==> src/rtl/dsf_pkg.sv <==
package dsf_pkg;

    localparam int FIFO_DEPTH = 16;
    localparam int SAMPLE_W   = 14;
    localparam int WMARK_W    = 5;

    typedef enum logic [1:0] {
        MODE_DIRECT = 2'd0,
        MODE_QUEUE  = 2'd1,
        MODE_SWING  = 2'd2,
        MODE_RSVD   = 2'd3
    } op_mode_e;

    // Sticky events raised by the pointer controller in one cycle.
    typedef struct packed {
        logic sweep;
        logic over;
        logic under;
    } evt_t;

    // Status word; under is bit 0, full is bit 5.
    typedef struct packed {
        logic full;
        logic empty;
        logic wmark;
        logic sweep;
        logic over;
        logic under;
    } flags_t;

    function automatic flags_t flags_idle();
        flags_t f;
        f       = '0;
        f.empty = 1'b1;
        f.wmark = 1'b1;
        return f;
    endfunction

    function automatic logic uses_store(op_mode_e m);
        return (m == MODE_QUEUE) || (m == MODE_SWING);
    endfunction

endpackage

==> src/rtl/dsf_store.sv <==
module dsf_store
    import dsf_pkg::*;
#(
    parameter int DEPTH  = FIFO_DEPTH,
    parameter int DATA_W = SAMPLE_W,
    localparam int AW    = $clog2(DEPTH)
) (
    input  logic              clk,
    input  logic              we,
    input  logic [AW-1:0]     waddr,
    input  logic [DATA_W-1:0] wdata,
    input  logic [AW-1:0]     raddr,
    output logic [DATA_W-1:0] rdata
);

    logic [DATA_W-1:0] cells [DEPTH];

    always_ff @(posedge clk) begin
        if (we) begin
            cells[waddr] <= wdata;
        end
    end

    assign rdata = cells[raddr];

endmodule

==> src/rtl/dsf_ptr_ctrl.sv <==
module dsf_ptr_ctrl
    import dsf_pkg::*;
#(
    parameter int DEPTH = FIFO_DEPTH,
    localparam int PW   = $clog2(DEPTH),
    localparam int CW   = PW + 1
) (
    input  logic          clk,
    input  logic          rst,
    input  logic          clr,
    input  op_mode_e      mode,
    input  logic          wr_req,
    input  logic          trig,
    output logic          store_we,
    output logic [PW-1:0] wr_idx,
    output logic [PW-1:0] rd_idx,
    output logic          load_out,
    output evt_t          evt,
    output logic [CW-1:0] cnt_nxt
);

    logic [CW-1:0] wr_q, rd_q, wr_nx, rd_nx;
    logic          up_q, up_nx;
    logic [CW-1:0] occ;
    logic          is_queue, is_swing, active;
    logic          full_cur, empty_cur;
    logic [PW-1:0] top_idx, rd_inc;

    assign is_queue = (mode == MODE_QUEUE);
    assign is_swing = (mode == MODE_SWING);
    assign active   = uses_store(mode);

    assign occ       = wr_q - rd_q;
    // In swing-back mode the table occupies entries 0..wr_q-1.
    assign full_cur  = is_swing ? wr_q[PW] : (occ == CW'(DEPTH));
    assign empty_cur = is_swing ? (wr_q == '0) : (occ == '0);
    assign top_idx   = wr_q[PW] ? PW'(DEPTH - 1) : (wr_q[PW-1:0] - 1'b1);

    assign wr_idx = wr_q[PW-1:0];
    assign rd_idx = rd_q[PW-1:0];
    assign rd_inc = rd_idx + 1'b1;

    assign store_we  = active && wr_req && !full_cur;
    assign load_out  = active && trig && !empty_cur;
    assign evt.over  = active && wr_req && full_cur;
    assign evt.under = active && trig && empty_cur;

    always_comb begin
        rd_nx     = rd_q;
        up_nx     = up_q;
        evt.sweep = 1'b0;
        if (load_out) begin
            if (is_queue) begin
                rd_nx = rd_q + 1'b1;
            end else if (top_idx == '0) begin
                evt.sweep = 1'b1;
            end else if (up_q) begin
                rd_nx = rd_q + 1'b1;
                if (rd_inc == top_idx) begin
                    up_nx = 1'b0;
                end
            end else begin
                rd_nx = rd_q - 1'b1;
                if (rd_idx == PW'(1)) begin
                    up_nx     = 1'b1;
                    evt.sweep = 1'b1;
                end
            end
        end
    end

    assign wr_nx   = store_we ? (wr_q + 1'b1) : wr_q;
    assign cnt_nxt = wr_nx - rd_nx;

    always_ff @(posedge clk) begin
        if (rst || clr) begin
            wr_q <= '0;
            rd_q <= '0;
            up_q <= 1'b1;
        end else begin
            wr_q <= wr_nx;
            rd_q <= rd_nx;
            up_q <= up_nx;
        end
    end

    AST_NO_OVERFLOW: assert property (@(posedge clk) disable iff (rst)
        is_queue |-> (occ <= CW'(DEPTH))) else $error("queue count above depth");

    AST_UNDERFLOW_HOLDS_RD: assert property (@(posedge clk) disable iff (rst)
        (is_queue && trig && empty_cur && !clr) |=> $stable(rd_q)) else $error("rd moved on underflow");

    AST_OVERFLOW_HOLDS_WR: assert property (@(posedge clk) disable iff (rst)
        (active && wr_req && full_cur && !clr) |=> $stable(wr_q)) else $error("wr moved on overflow");

    AST_SWEEP_ONLY_SWING: assert property (@(posedge clk) disable iff (rst)
        evt.sweep |-> is_swing) else $error("sweep event outside swing mode");

endmodule

==> src/rtl/dsf_flags.sv <==
module dsf_flags
    import dsf_pkg::*;
#(
    parameter int DEPTH = FIFO_DEPTH,
    parameter int WM_W  = WMARK_W,
    localparam int CW   = $clog2(DEPTH) + 1,
    localparam int XW   = CW + WM_W
) (
    input  logic            clk,
    input  logic            rst,
    input  logic            clr,
    input  logic            freeze,
    input  evt_t            evt,
    input  logic [2:0]      w1c,
    input  logic [CW-1:0]   cnt_nxt,
    input  logic [WM_W-1:0] wm_level,
    output flags_t          flags
);

    flags_t        q;
    logic [XW-1:0] cnt_ext, wm_ext;

    assign cnt_ext = XW'(cnt_nxt);
    assign wm_ext  = XW'(wm_level);

    always_ff @(posedge clk) begin
        if (rst || clr) begin
            q <= flags_idle();
        end else begin
            q.under <= evt.under | (q.under & ~w1c[0]);
            q.over  <= evt.over  | (q.over  & ~w1c[1]);
            q.sweep <= evt.sweep | (q.sweep & ~w1c[2]);
            if (!freeze) begin
                q.empty <= (cnt_nxt == '0);
                q.full  <= (cnt_nxt == CW'(DEPTH));
                q.wmark <= (cnt_ext <= wm_ext);
            end
        end
    end

    assign flags = q;

    AST_W1C_UNDER: assert property (@(posedge clk) disable iff (rst)
        (w1c[0] && !evt.under) |=> !q.under) else $error("underflow not cleared");

    AST_SET_BEATS_CLEAR: assert property (@(posedge clk) disable iff (rst)
        (evt.over && !clr) |=> q.over) else $error("overflow lost to clear");

    AST_LEVELS_FROZEN: assert property (@(posedge clk) disable iff (rst)
        (freeze && !clr) |=> ($stable(q.empty) && $stable(q.full) && $stable(q.wmark)))
        else $error("level flag moved in swing mode");

    AST_EMPTY_FULL_EXCL: assert property (@(posedge clk) disable iff (rst)
        !(q.empty && q.full)) else $error("empty and full together");

endmodule

==> src/rtl/dac_sample_fifo.sv <==
module dac_sample_fifo
    import dsf_pkg::*;
#(
    parameter int DEPTH  = FIFO_DEPTH,
    parameter int DATA_W = SAMPLE_W,
    parameter int WM_W   = WMARK_W,
    localparam int PW    = $clog2(DEPTH),
    localparam int CW    = PW + 1
) (
    input  logic              clk,
    input  logic              rst,
    input  logic              soft_rst,
    input  logic              fifo_clr,
    input  logic [1:0]        mode_sel,
    input  logic [WM_W-1:0]   wm_level,
    input  logic              wr_en,
    input  logic [DATA_W-1:0] wr_data,
    input  logic              trig,
    input  logic [2:0]        flag_w1c,
    input  logic [5:0]        irq_en,
    input  logic [1:0]        dma_en,
    output logic [DATA_W-1:0] dout,
    output logic [PW-1:0]     wr_ptr,
    output logic [PW-1:0]     rd_ptr,
    output logic [5:0]        status,
    output logic              irq,
    output logic              dma_req
);

    op_mode_e          mode;
    logic              any_rst;
    logic              store_we, load_out;
    logic [PW-1:0]     wr_idx, rd_idx;
    logic [DATA_W-1:0] rd_word;
    logic [CW-1:0]     cnt_nxt;
    evt_t              evt;
    flags_t            flags_q;
    logic              direct;

    assign mode    = op_mode_e'(mode_sel);
    assign any_rst = rst || soft_rst;
    assign direct  = !uses_store(mode);

    dsf_store #(.DEPTH(DEPTH), .DATA_W(DATA_W)) u_store (
        .clk   (clk),
        .we    (store_we && !fifo_clr && !any_rst),
        .waddr (wr_idx),
        .wdata (wr_data),
        .raddr (rd_idx),
        .rdata (rd_word)
    );

    dsf_ptr_ctrl #(.DEPTH(DEPTH)) u_ptr (
        .clk      (clk),
        .rst      (any_rst),
        .clr      (fifo_clr),
        .mode     (mode),
        .wr_req   (wr_en),
        .trig     (trig),
        .store_we (store_we),
        .wr_idx   (wr_idx),
        .rd_idx   (rd_idx),
        .load_out (load_out),
        .evt      (evt),
        .cnt_nxt  (cnt_nxt)
    );

    dsf_flags #(.DEPTH(DEPTH), .WM_W(WM_W)) u_flags (
        .clk      (clk),
        .rst      (any_rst),
        .clr      (fifo_clr),
        .freeze   (mode == MODE_SWING),
        .evt      (evt),
        .w1c      (flag_w1c),
        .cnt_nxt  (cnt_nxt),
        .wm_level (wm_level),
        .flags    (flags_q)
    );

    always_ff @(posedge clk) begin
        if (any_rst) begin
            dout <= '0;
        end else if (fifo_clr) begin
            dout <= dout;
        end else if (direct && wr_en) begin
            dout <= wr_data;
        end else if (load_out) begin
            dout <= rd_word;
        end
    end

    assign wr_ptr  = wr_idx;
    assign rd_ptr  = rd_idx;
    assign status  = flags_q;
    assign irq     = |(status & irq_en);
    assign dma_req = (dma_en[0] & flags_q.wmark) | (dma_en[1] & flags_q.empty);

    AST_DIRECT_TRIG_IGNORED: assert property (@(posedge clk) disable iff (any_rst)
        (direct && trig && !wr_en) |=> $stable(dout)) else $error("trigger moved output in direct mode");

    AST_CLEAR_KEEPS_OUTPUT: assert property (@(posedge clk) disable iff (any_rst)
        fifo_clr |=> ($stable(dout) && (wr_ptr == '0) && (rd_ptr == '0))) else $error("fifo clear misbehaved");

endmodule

==> config.mk <==
export PLATFORM = sky130hd
export DESIGN_NAME = dac_sample_fifo
export DESIGN_NICKNAME = d
export VERILOG_FILES = /design/src/rtl/dsf_pkg.sv /design/src/rtl/dsf_store.sv /design/src/rtl/dsf_ptr_ctrl.sv /design/src/rtl/dsf_flags.sv /design/src/rtl/dac_sample_fifo.sv
export SDC_FILE = /design/constraint.sdc
export NUM_CORES = 1
export LEC_CHECK = 0
export ABC_AREA = 1
export CAP_MARGIN = 5
export CELL_PAD_IN_SITES_DETAIL_PLACEMENT = 0
export CELL_PAD_IN_SITES_GLOBAL_PLACEMENT = 1
export CORE_MARGIN = 5
export CORE_UTILIZATION = 37
export CTS_CLUSTER_DIAMETER = 150
export CTS_CLUSTER_SIZE = 30
export DETAILED_ROUTE_END_ITERATION = 12
export DONT_BUFFER_PORTS = 1
export GPL_TIMING_DRIVEN = 0
export PLACE_DENSITY_LB_ADDON = 0.1
export SYNTH_ARGS = -nofsm -noshare
export SYNTH_HDL_FRONTEND = slang
export SYNTH_SLANG_ARGS = --single-unit
==> constraint.sdc <==
create_clock -name clk -period 6 [get_ports clk]
set_input_delay 0.3 -clock clk [delete_from_list [all_inputs] [get_ports clk]]
set_output_delay 0.3 -clock clk [all_outputs]
set_load 0.1 [all_outputs]
==> out/metrics.csv, run 1 <==
metric;value;unit
max-cap viol count;0;
antenna viol nets, final;0;
Final GP Congestion;0.818;
port buffer count;0;
Top delay family on crit path;buffers and inverters;
Rows;63;
Netlist cell types;40;
layout cells sized above 1;7.92;%
ranking of synthesized cells by area;edfxtp_1 (61%), dfxtp_1 (5.6%), nor2_1 (5.5%), o21ai_0 (5.4%), nand2_1 (3.9%);
Post-synth EDFFs;224;
r2r startpoint;u_ptr.rd_q[1];
Via density;5.42;
WS Path Type;reg -> reg;
Fin. Hold Viols;0;
Initial Util;37.5;%
Least-Margin Pin Slew;1030;ps
vias in the first global route;7514;
Final Max Slew Viols;0;
leakage;4.21;nW
critical path buffer and inverter count;5;
num ports;68;
Worst R2R End;u_flags.flags[3];
Total GRT Usage;19.9;%
fin worst setup slack;680;ps
Synth Instances;986;
worst vdd ir;0.173;mV
combinational power share;7.4;%
sequential area share after synthesis;66.2;%
CTS tree;built;
CP arrival;5700;ps
initial antenna violation count;2;
total grt overflow;0;
max_slew headroom;31.2;%
clk sinks;255;
via count;7722;
Max H-tree Level;1;
hold path depth;2;
DR iter-0 viols;718;
Routed WL;33900;um
Synth Register Bits;255;
post-route setup TNS;0;ps
largest net degree at the start of global routing;32;
pre-CTS setup slack;704;ps
Critical Path RT;6380;ps
post-DP HPWL;22600;um
Clock Power Share;30.6;%
# DRC;0;
post_cts resized;0;
Placed Area;11800;um^2
setup repair bufs after CTS;0;
outcome;complete, no violations;
Async SR Flop Fraction;0;%
most frequent CP cell;nand2_1;
f_max;0.188;GHz
Netlist Area Pre-Place;11100;um^2
first-pass GRT wire length;49800;um
CP max-delay cell;o21ai_0;
post-synth top area cell;edfxtp_1;
PD cells;257;nW/um^2
Clock Tree Root;clkbuf_16;
fin crit period;5320;ps
Avg Inst Size Synth;11.3;um^2
Startpoint Class;flip-flop;
Hold Startpoint;wr_data[3];
Final Util;41.6;%
Worst setup EP type;flip-flop;
NetSw;0.751;mW
Skew-Pair Late Insertion Delay;490;ps
Layout area overhead;11.1;%
Power Internal;2.41;mW
CP Max Fanout;12;
Nets;1092;
cells on worst reg2reg path;27;
CTS buffer count;12;
syn_nets;1048;
antenna cells;0;
RSZ-0062 raised after global routing;false;
top-area cell type share of the netlist area;60.6;%
Post-synth top flop;edfxtp_1;
Hold/Removal Path Class;in -> reg;
core area;29600;um^2
drt pass-1 iters;6;
die area;33600;um^2
Max clock buf depth;3;
fin area;12300;um^2
Reg power frac;62.1;%
Overall Power;3.17;mW
worst hold endpoint;dout[3];
Ys Warns;0;
clock slew at reported path FFs;130;ps
Sw Share;23.7;%
critical path's largest stage delay;500;ps
Setup-failing EPs final;0;
clk_skew;18.5;ps
chip height;183;um
R2R Setup Slk;680;ps
final period utilization;88.7;%
per-cell routed wire length;23.7;um
die width;183;um
[area by class of cell]
class	count	area [um^2]
plain buffers	59	274
clock buffers	19	348
clock inverters	1	16.3
fillers	2909	17300
inverters	57	215
multi-input cells	615	3300
flip-flops and latches	255	7350
well taps	390	488
repair buffers	30	350
[logic make-up (layout without fill, tap and decap cells)]
logic type	Yosys count	after routing	synth area share, %
AND/OR/NAND/NOR	342	342	12.9
flip-flops	255	255	66.2
AO/OA/AOI/OAI	234	234	12.5
buffers and inverters	116	166	4.41
adder cells (fa/ha/maj)	24	24	2.77
XOR/XNOR	14	14	1.17
multiplexers	1	1	0.0901
[registers in the layout, indices dropped and copies added, names as in the netlist]
register,flops
dout,14
u_flags.flags,6
u_ptr.rd_q,5
u_ptr.up_q,1
u_ptr.wr_q,5
u_store.cells,224
[through the flow]
step	instances	hold WS (ps)
floorplan	986	399
global placement	1376	400
CTS	1426	31.1
global route	1426	50.5
detailed placement	1389	400
finish	1426	47.7
[repair_timing]
item                       4_1_cts  5_1_grt
setup endpoints to repair        0        0
hold endpoints to repair       227        0
hold buffers                    17        0
[metal layers]
metal / track usage [%] / share of wire (%)
met3: 2.38 / 5.9
met1: 30.4 / 48
met5: 0 / 0
met2: 31.3 / 45
met4: 3.10 / 1.5
[power by group through the flow]
| stage | Combinational, mW | Clock (mW) | Sequential, mW |
|---|---|---|---|
| detailed placement | 0.199 | 0 | 2.01 |
| CTS | 0.235 | 0.990 | 1.96 |
| floorplan | 0.144 | 0 | 2.00 |
| global route | 0.260 | 1.06 | 1.97 |
| finish | 0.233 | 0.968 | 1.96 |
| global placement | 0.196 | 0 | 2.01 |
[placed cells by master, fill, tap and decap left out, types with 23 or more instances in the layout]
cell / count
o21ai_0: 119
o22ai_1: 32
clkbuf_1: 42
nor2_1: 150
nand3_1: 38
nand2_1: 114
edfxtp_1: 224
a21oi_1: 27
dfxtp_1: 31
ha_1: 23
o221ai_1: 25
inv_1: 49
[cells in the mapped netlist, types with 2 or more instances]
| library cell | n |
|---|---|
| a211oi_1 | 6 |
| a21oi_1 | 27 |
| a22o_1 | 3 |
| a41oi_1 | 10 |
| buf_1 | 2 |
| buf_2 | 12 |
| buf_4 | 8 |
| clkbuf_1 | 36 |
| clkinv_1 | 2 |
| dfxtp_1 | 31 |
| edfxtp_1 | 224 |
| ha_1 | 23 |
| inv_1 | 49 |
| inv_2 | 5 |
| nand2_1 | 114 |
| nand2_2 | 4 |
| nand2_4 | 2 |
| nand3_1 | 38 |
| nand3_2 | 2 |
| nand4_1 | 10 |
| nor2_1 | 164 |
| nor2_2 | 3 |
| nor3_1 | 2 |
| o211ai_1 | 5 |
| o21ai_0 | 119 |
| o21ai_1 | 4 |
| o221ai_1 | 25 |
| o22ai_1 | 32 |
| xor2_1 | 13 |
[how the worst max path moves through the flow]
stage,from,to,cells past startpoint
2_1_floorplan,u_ptr.rd_q[2],u_flags.flags[3],27
3_3_place_gp,u_ptr.rd_q[1],u_flags.flags[3],27
3_5_place_dp,u_ptr.rd_q[1],u_flags.flags[3],27
4_1_cts,u_ptr.rd_q[1],u_flags.flags[3],27
5_1_grt,u_ptr.rd_q[1],u_flags.flags[3],27
6_report,u_ptr.rd_q[1],u_flags.flags[3],27
Power figures use the tool's default switching activity.
==> run 2: changes to the inputs <==
--- a/config.mk
+++ b/config.mk
@@ -5,11 +5,10 @@
 export SDC_FILE = /design/constraint.sdc
 export NUM_CORES = 1
 export LEC_CHECK = 0
-export ABC_AREA = 1
 export CAP_MARGIN = 5
 export CELL_PAD_IN_SITES_DETAIL_PLACEMENT = 0
 export CELL_PAD_IN_SITES_GLOBAL_PLACEMENT = 1
-export CORE_MARGIN = 5
+export CORE_MARGIN = 8
 export CORE_UTILIZATION = 37
 export CTS_CLUSTER_DIAMETER = 150
 export CTS_CLUSTER_SIZE = 30
==> run 2 against run 1 <==
Effect of this change:
- flip-flop and latch count unchanged
- synthesized cell count down 36%
- global-route usage decreased by 4.4 points
- cell count shrank 25%
- die area rose by 5.8%
- worst setup slack lost 81 ps
- clock power shrank 0.4%
- sequential share of layout area rose by 1.0 points
- critical path depth down 5
- routed wire length shrank 18%
- clock-buffer cell count unchanged
- critical path type unchanged
- largest cell class unchanged
- highest routed layer unchanged
==> out/metrics.csv, run 2 <==
metric;value;unit;change
outcome;complete, no violations;;
first-pass GRT wire length;40600;um;-19%
largest net degree at the start of global routing;32;;unchanged
Synth Instances;634;;-36%
pre-CTS setup slack;-906;ps;-1610 ps
port buffer count;0;;unchanged
largest reg by FF count;u_store.cells;;
die width;188;um;+2.9%
Avg Inst Size Synth;17.4;um^2;+54%
Setup-failing EPs final;0;;unchanged
crit path cell chain;clkbuf_1, buf_4, inv_1, ha_1, nand3b_1, nor4_4, or3_4, nor3_2, xnor2_1, ha_1, inv_1, fa_1, nand2_1, nand2_1, a21oi_1, xnor2_1, xnor2_1, xor2_1, ha_1, and3_1, a311oi_1, o21ai_0;;
core area;29500;um^2;-0.53%
Post-synth EDFFs;224;;unchanged
Async SR Flop Fraction;0;%;unchanged
commonest non-fill, non-tap cells in the layout;edfxtp_1 (224), mux4_2 (69), nor2_1 (36);;
crit path to;u_flags.flags[3];;
CP max-delay cell;or3_4;;
Max H-tree Level;1;;unchanged
sequential area share after synthesis;66.8;%;+0.59 points
vias in the first global route;5997;;-20%
worst vdd ir;0.214;mV;+24%
Ys Warns;0;;unchanged
Hold/Removal Path Class;in -> reg;;
Worst R2R End;u_flags.flags[3];;
max_slew headroom;25.3;%;-5.9 points
DR iter-0 viols;454;;-37%
# DRC;0;;unchanged
total grt overflow;0;;unchanged
grt met1 use;20.5;%;-9.9 points
per-cell routed wire length;26.1;um;+9.8%
Skew-Pair Late Insertion Delay;490;ps;about the same
f_max;0.185;GHz;-1.5%
Final GP Congestion;0.766;;-6.4%
Power Internal;2.40;mW;-0.51%
RSZ-0062 raised after global routing;false;;
Fillers;2669;;-8.3%
Startpoint Class;flip-flop;;
setup repair bufs after CTS;0;;unchanged
Total GRT Usage;15.5;%;-4.4 points
clk_skew;38.4;ps;+19.9 ps
met2 Track Usage GR;26.2;%;-5.0 points
max-cap viol count;0;;unchanged
drt pass-1 iters;4;;-2
clk sinks;255;;unchanged
most common cell after layout, fill and taps aside;edfxtp_1;;
syn_nets;696;;-34%
met3 Use GR;3.12;%;+0.74 points
combinational power share;5.2;%;-2.2 points
die area;35500;um^2;+5.8%
Reg power frac;63.6;%;+1.5 points
fin worst setup slack;599;ps;-81.4 ps
Synth Register Bits;255;;unchanged
R2R Setup Slk;600;ps;-80 ps
Routed WL;27800;um;-18%
r2r startpoint;u_ptr.rd_q[1];;
via count;5708;;-26%
Worst setup EP type;flip-flop;;
fin crit period;5400;ps;+81.4 ps
Post-synth top flop;edfxtp_1;;
CTS tree;built;;
CP arrival;5760;ps;+60 ps
antenna viol nets, final;0;;unchanged
register area;7350;um^2;unchanged
WS Path Type;reg -> reg;;
critical path's largest stage delay;430;ps;-70 ps
Sw Share;22.2;%;-1.5 points
leakage;3.80;nW;-9.7%
cells on worst reg2reg path;22;;-19%
Overall Power;3.09;mW;-2.5%
chip height;188;um;+2.9%
Max clock buf depth;3;;unchanged
NetSw;0.686;mW;-8.7%
area of the multi-input gates;3360;um^2;+1.7%
Critical Path RT;6350;ps;-30 ps
post-route setup TNS;0;ps;unchanged
Synth top cells by count;edfxtp_1 (224), mux4_2 (69), nor2_1 (36);;
PD cells;255;nW/um^2;-0.73%
Clock Power Share;31.2;%;+0.6 points
Netlist Area Pre-Place;11000;um^2;-0.89%
Final Max Slew Viols;0;;unchanged
Least-Margin Pin Slew;1120;ps;+91.4 ps
Initial Util;37.3;%;-0.13 points
most common cell in the netlist;edfxtp_1;;
CTS buffer count;12;;unchanged
busiest grt layer;met2;;
max reg flops;224;;unchanged
Fin. Hold Viols;0;;unchanged
top-area cell type share of the netlist area;61.1;%;+0.54 points
CP Max Fanout;19;;+7
ranking of synthesized cells by area;edfxtp_1 (61%), mux4_2 (14%), dfxtp_1 (5.6%), ha_1 (2.6%), nor2_1 (1.2%);;
post-synth top area cell;edfxtp_1;;
Nets;730;;-33%
Rows;63;;unchanged
clock slew at reported path FFs;130;ps;about the same
initial antenna violation count;1;;-1
Via density;5.36;;-1.0%
layout cells sized above 1;19.7;%;+12 points
final hold slack;23.6;ps;-24.0 ps
Clock Tree Root;clkbuf_16;;
Layout area overhead;10.2;%;
final period utilization;90.0;%;+1.4 points
Netlist cell types;61;;+53%
post-DP HPWL;18200;um;-20%
num ports;68;;unchanged
CP Launch Point;u_ptr.rd_q[1];;
==> run 2: worst max-delay path, delay by kind of cell, from the launching register on <==
kind                       cells  cell delay [ps]
DFF                            1              420
AOI/OAI and AO/OA              3              560
xor gates and xnor gates       4              750
buffers and inverters          4              860
and+or+nand+nor                7             1450
adders and majority gates      4             1230
==> run 2: how the worst min path moves through the flow <==
stage,slack (ps),cells past startpoint,from,endpoint
after floorplan,400,0,wr_data[0],u_store.cells[0][0]
after global placement,400,0,wr_data[4],u_store.cells[6][4]
after detailed placement,400,0,wr_data[4],u_store.cells[7][4]
after CTS,4,2,wr_data[8],dout[8]
after global routing,3,2,wr_data[8],dout[8]
final,20,2,wr_data[8],dout[8]
==> run 2: per-layer routing <==
layer | wire [um] | up-vias
met5 | 0 | -
met3 | 1660 | 22
met2 | 13600 | 134
met1 | 12100 | 2989
met4 | 368 | 0
li1 | - | 2563
==> run 2: cell type report <==
cell class,instances,share of cell area (%)
flip-flops and latches,255,60.6
well taps,390,4.02
inverters,20,0.650
repair buffers,22,1.80
clock inverters,1,0.134
diodes,1,0.0206
clock buffers,19,2.87
multi-input cells,318,27.7
plain buffers,39,2.23
==> run 2: through the flow <==
step	instance area [um^2]	utilization [%]	cells
after floorplan	11000	-	634
after global placement	11500	39.0	1024
after detailed placement	11500	39.2	1028
after CTS	12100	41.1	1065
after global routing	12100	41.1	1065
final	12100	41.1	1065
==> run 2: kinds of logic (layout without fill, tap and decap cells) <==
| family | Yosys count | after routing | share of synthesized area (%) |
|---|---|---|---|
| XOR/XNOR | 23 | 23 | 1.97 |
| buffers and inverters | 61 | 101 | 3.14 |
| multiplexers | 71 | 71 | 14.4 |
| flip-flops | 255 | 255 | 66.8 |
| AND/OR/NAND/NOR | 142 | 142 | 6.73 |
| other | 0 | 1 | 0 |
| adder cells (fa/ha/maj) | 24 | 24 | 2.80 |
| AO/OA/AOI/OAI | 58 | 58 | 4.16 |
==> run 2: power groups by stage <==
stage / Clock, mW / Sequential (mW) / Combinational, mW
2_1_floorplan: 0 / 2.00 / 0.0977
6_report: 0.964 / 1.96 / 0.160
3_3_place_gp: 0 / 2.00 / 0.128
5_1_grt: 1.05 / 1.97 / 0.176
3_5_place_dp: 0 / 2.01 / 0.130
4_1_cts: 0.994 / 1.96 / 0.160
==> run 2: repair_timing <==
item                                   in CTS  in global routing
endpoints found under the hold margin     237                  0
setup endpoints to repair                   3                  1
resized for setup                           5                 10
hold buffers                               18                  0
==> run 3: changes to the inputs <==
--- a/config.mk
+++ b/config.mk
@@ -8,7 +8,6 @@
 export CAP_MARGIN = 5
 export CELL_PAD_IN_SITES_DETAIL_PLACEMENT = 0
 export CELL_PAD_IN_SITES_GLOBAL_PLACEMENT = 1
-export CORE_MARGIN = 8
 export CORE_UTILIZATION = 37
 export CTS_CLUSTER_DIAMETER = 150
 export CTS_CLUSTER_SIZE = 30
@@ -16,6 +15,7 @@
 export DONT_BUFFER_PORTS = 1
 export GPL_TIMING_DRIVEN = 0
 export PLACE_DENSITY_LB_ADDON = 0.1
+export SKIP_CTS_REPAIR_TIMING = 1
 export SYNTH_ARGS = -nofsm -noshare
 export SYNTH_HDL_FRONTEND = slang
 export SYNTH_SLANG_ARGS = --single-unit
==> constraint.sdc (replaced) <==
create_clock -name clk -period 6.3 [get_ports clk]
set_input_delay 0.315 -clock clk [delete_from_list [all_inputs] [get_ports clk]]
set_output_delay 0.315 -clock clk [all_outputs]
set_load 0.1 [all_outputs]
==> run 3 against run 2 <==
Effect of this change:
- the flow now finishes with violations (negative hold slack)
- die area shrank 14%
- critical endpoint unchanged
- sequential share of layout area grew 0.12 points
- first-iteration DRC count shrank 2.2%
- critical path type unchanged
- clock-buffer cell count shrank 4
- non-clock buffer count is the same
- via count grew 0.98%
- utilization grew 0.58 points
- clock skew shrank 10 ps
- total power shrank 3.9%
- cell count shrank 0.94%
- sequential power shrank 5%
- global-route usage grew 3.1 points
==> out/metrics.csv, run 3 (same netlist as run 2, synthesis figures left out) <==
metric;value;unit;change
failing checks;negative hold slack;;
fin crit period;5690;ps;+292 ps
max-cap viol count;0;;unchanged
core area;29000;um^2;-1.6%
clk sinks;255;;unchanged
commonest non-fill, non-tap cells in the layout;edfxtp_1 (224), mux4_2 (69), nor2_1 (36);;
leakage;3.79;nW;-0.30%
first-pass GRT wire length;40600;um;+0.10%
Startpoint Class;flip-flop;;
Rows;62;;-1.6%
total grt overflow;0;;unchanged
Via density;5.46;;+1.9%
CP arrival;6040;ps;+280 ps
f_max;0.176;GHz;-5.1%
DR iter-0 viols;444;;-2.2%
CP max-delay cell;or4b_1;;
final hold slack;-8.97;ps;-32.6 ps
R2R Setup Slk;610;ps;about the same
most common cell after layout, fill and taps aside;edfxtp_1;;
die area;30400;um^2;-14%
initial antenna violation count;0;;-1
post-DP HPWL;17600;um;-3.0%
Sw Share;21.9;%;-0.30 points
# DRC;0;;unchanged
Max H-tree Level;1;;unchanged
layout cells sized above 1;20.1;%;+0.39 points
num ports;68;;unchanged
Layout area overhead;9.98;%;
via count;5764;;+0.98%
port buffer count;0;;unchanged
die width;174;um;-7.4%
PD cells;245;nW/um^2;-3.8%
Routed WL;28100;um;+1.3%
largest reg by FF count;u_store.cells;;
antenna viol nets, final;0;;unchanged
critical path's largest stage delay;570;ps;+140 ps
max_slew headroom;20.5;%;-4.8 points
Power Internal;2.32;mW;-3.6%
Top delay family on crit path;simple AND/OR/NAND/NOR gates;;
Critical Path RT;6650;ps;+300 ps
Placed Area;11500;um^2;unchanged
clk_skew;28.4;ps;-10.0 ps
drt pass-1 iters;4;;unchanged
outcome;complete, but fails checks;;
Overall Power;2.97;mW;-3.9%
CP Max Fanout;10;;-9
WS Path Type;reg -> reg;;
Max clock buf depth;3;;unchanged
critical path buffer and inverter count;4;;unchanged
Reg power frac;63.0;%;-0.6 points
Clock Power Share;31.9;%;+0.7 points
clock slew at reported path FFs;130;ps;about the same
Least-Margin Pin Slew;1190;ps;+71.9 ps
Total GRT Usage;18.6;%;+3.1 points
Clock Tree Root;clkbuf_16;;
max reg flops;224;;unchanged
Worst setup EP type;flip-flop;;
worst vdd ir;0.195;mV;-8.9%
chip height;174;um;-7.4%
antenna cells;0;;-1
Initial Util;37.9;%;+0.60 points
crit path cell chain;clkbuf_1, clkinvlp_4, buf_2, ha_1, or4b_1, nor4_2, or3_4, nor3_1, xnor2_1, ha_1, inv_1, fa_1, nand2_1, nand2_1, a21oi_1, xnor2_1, xnor2_1, xor2_1, ha_1, and3_1, a311oi_1, o21ai_0;;
Setup-failing EPs final;0;;unchanged
fin area;12100;um^2;-0.20%
final period utilization;90.4;%;+0.36 points
Hold/Removal Path Class;in -> reg;;
NetSw;0.650;mW;-5.2%
Fillers;2644;;-0.94%
largest net degree at the start of global routing;32;;unchanged
Fin. Hold Viols;1;;+1
combinational power share;5.1;%;about the same
Final Util;41.7;%;+0.58 points
per-cell routed wire length;26.7;um;+2.2%
CTS tree;built;;
Skew-Pair Late Insertion Delay;490;ps;about the same
RSZ-0062 raised after global routing;false;;
Nets;730;;unchanged
CTS buffer count;12;;unchanged
Final GP Congestion;0.785;;+2.6%
vias in the first global route;6005;;+0.13%
Final Max Slew Viols;0;;unchanged
## run 3: cell count changes in the layout (fill, tap and decap cells not counted), sizes merged
cell         change
clkbuf           -2
clkinv           +1
buf              +1
diode            -1
inv              -1
bufinv           +1
dlygate4sd3      -3
## run 3: worst paths after layout
| kind | start | endpoint | cells past startpoint |
|---|---|---|---|
| min | wr_en | dout[1] | 2 |
| max reg2reg | u_ptr.rd_q[2] | u_flags.flags[3] | 22 |
| min reg2reg | u_ptr.up_q | u_ptr.up_q | 2 |
| max | u_ptr.rd_q[2] | u_flags.flags[3] | 22 |
## run 3: power by group through the flow
stage | Sequential (mW) | Clock (mW) | Combinational [mW]
5_1_grt | 1.87 | 1.02 | 0.166
4_1_cts | 1.87 | 0.970 | 0.125
6_report | 1.87 | 0.946 | 0.151
3_5_place_dp | 1.91 | 0 | 0.125
3_3_place_gp | 1.91 | 0 | 0.124
2_1_floorplan | 1.91 | 0 | 0.0930
## run 3: layout make-up
class	count	area, um^2	share of cell area (%)
Buffer	40	272	2.24
Timing Repair Buffer	21	210	1.74
Sequential cell	255	7350	60.7
Tap cell	384	480	3.97
Clock inverter	2	46.3	0.382
Clock buffer	15	333	2.75
Inverter	20	78.8	0.651
Multi-Input combinational cell	318	3340	27.6
## run 3: per-layer routing
| layer | global-route usage [%] | vias up | routed length (um) |
|---|---|---|---|
| met4 | 3.55 | 0 | 412 |
| met5 | 0 | - | 0 |
| met2 | 32.0 | 151 | 13900 |
| met3 | 2.84 | 27 | 1350 |
| li1 | - | 2559 | - |
| met1 | 24.9 | 3027 | 12500 |
## run 3: through the flow
stage | std cells | setup WS [ps] | hold slack, ps | TNS (ps)
global route | 1055 | 202 | 2.37 | 0
detailed placement | 1022 | -455 | 415 | -455
finish | 1055 | 606 | -8.97 | 0
global placement | 1018 | -1090 | 415 | -17870
floorplan | 634 | 1330 | 414 | 0
CTS | 1039 | -490 | -109 | -492
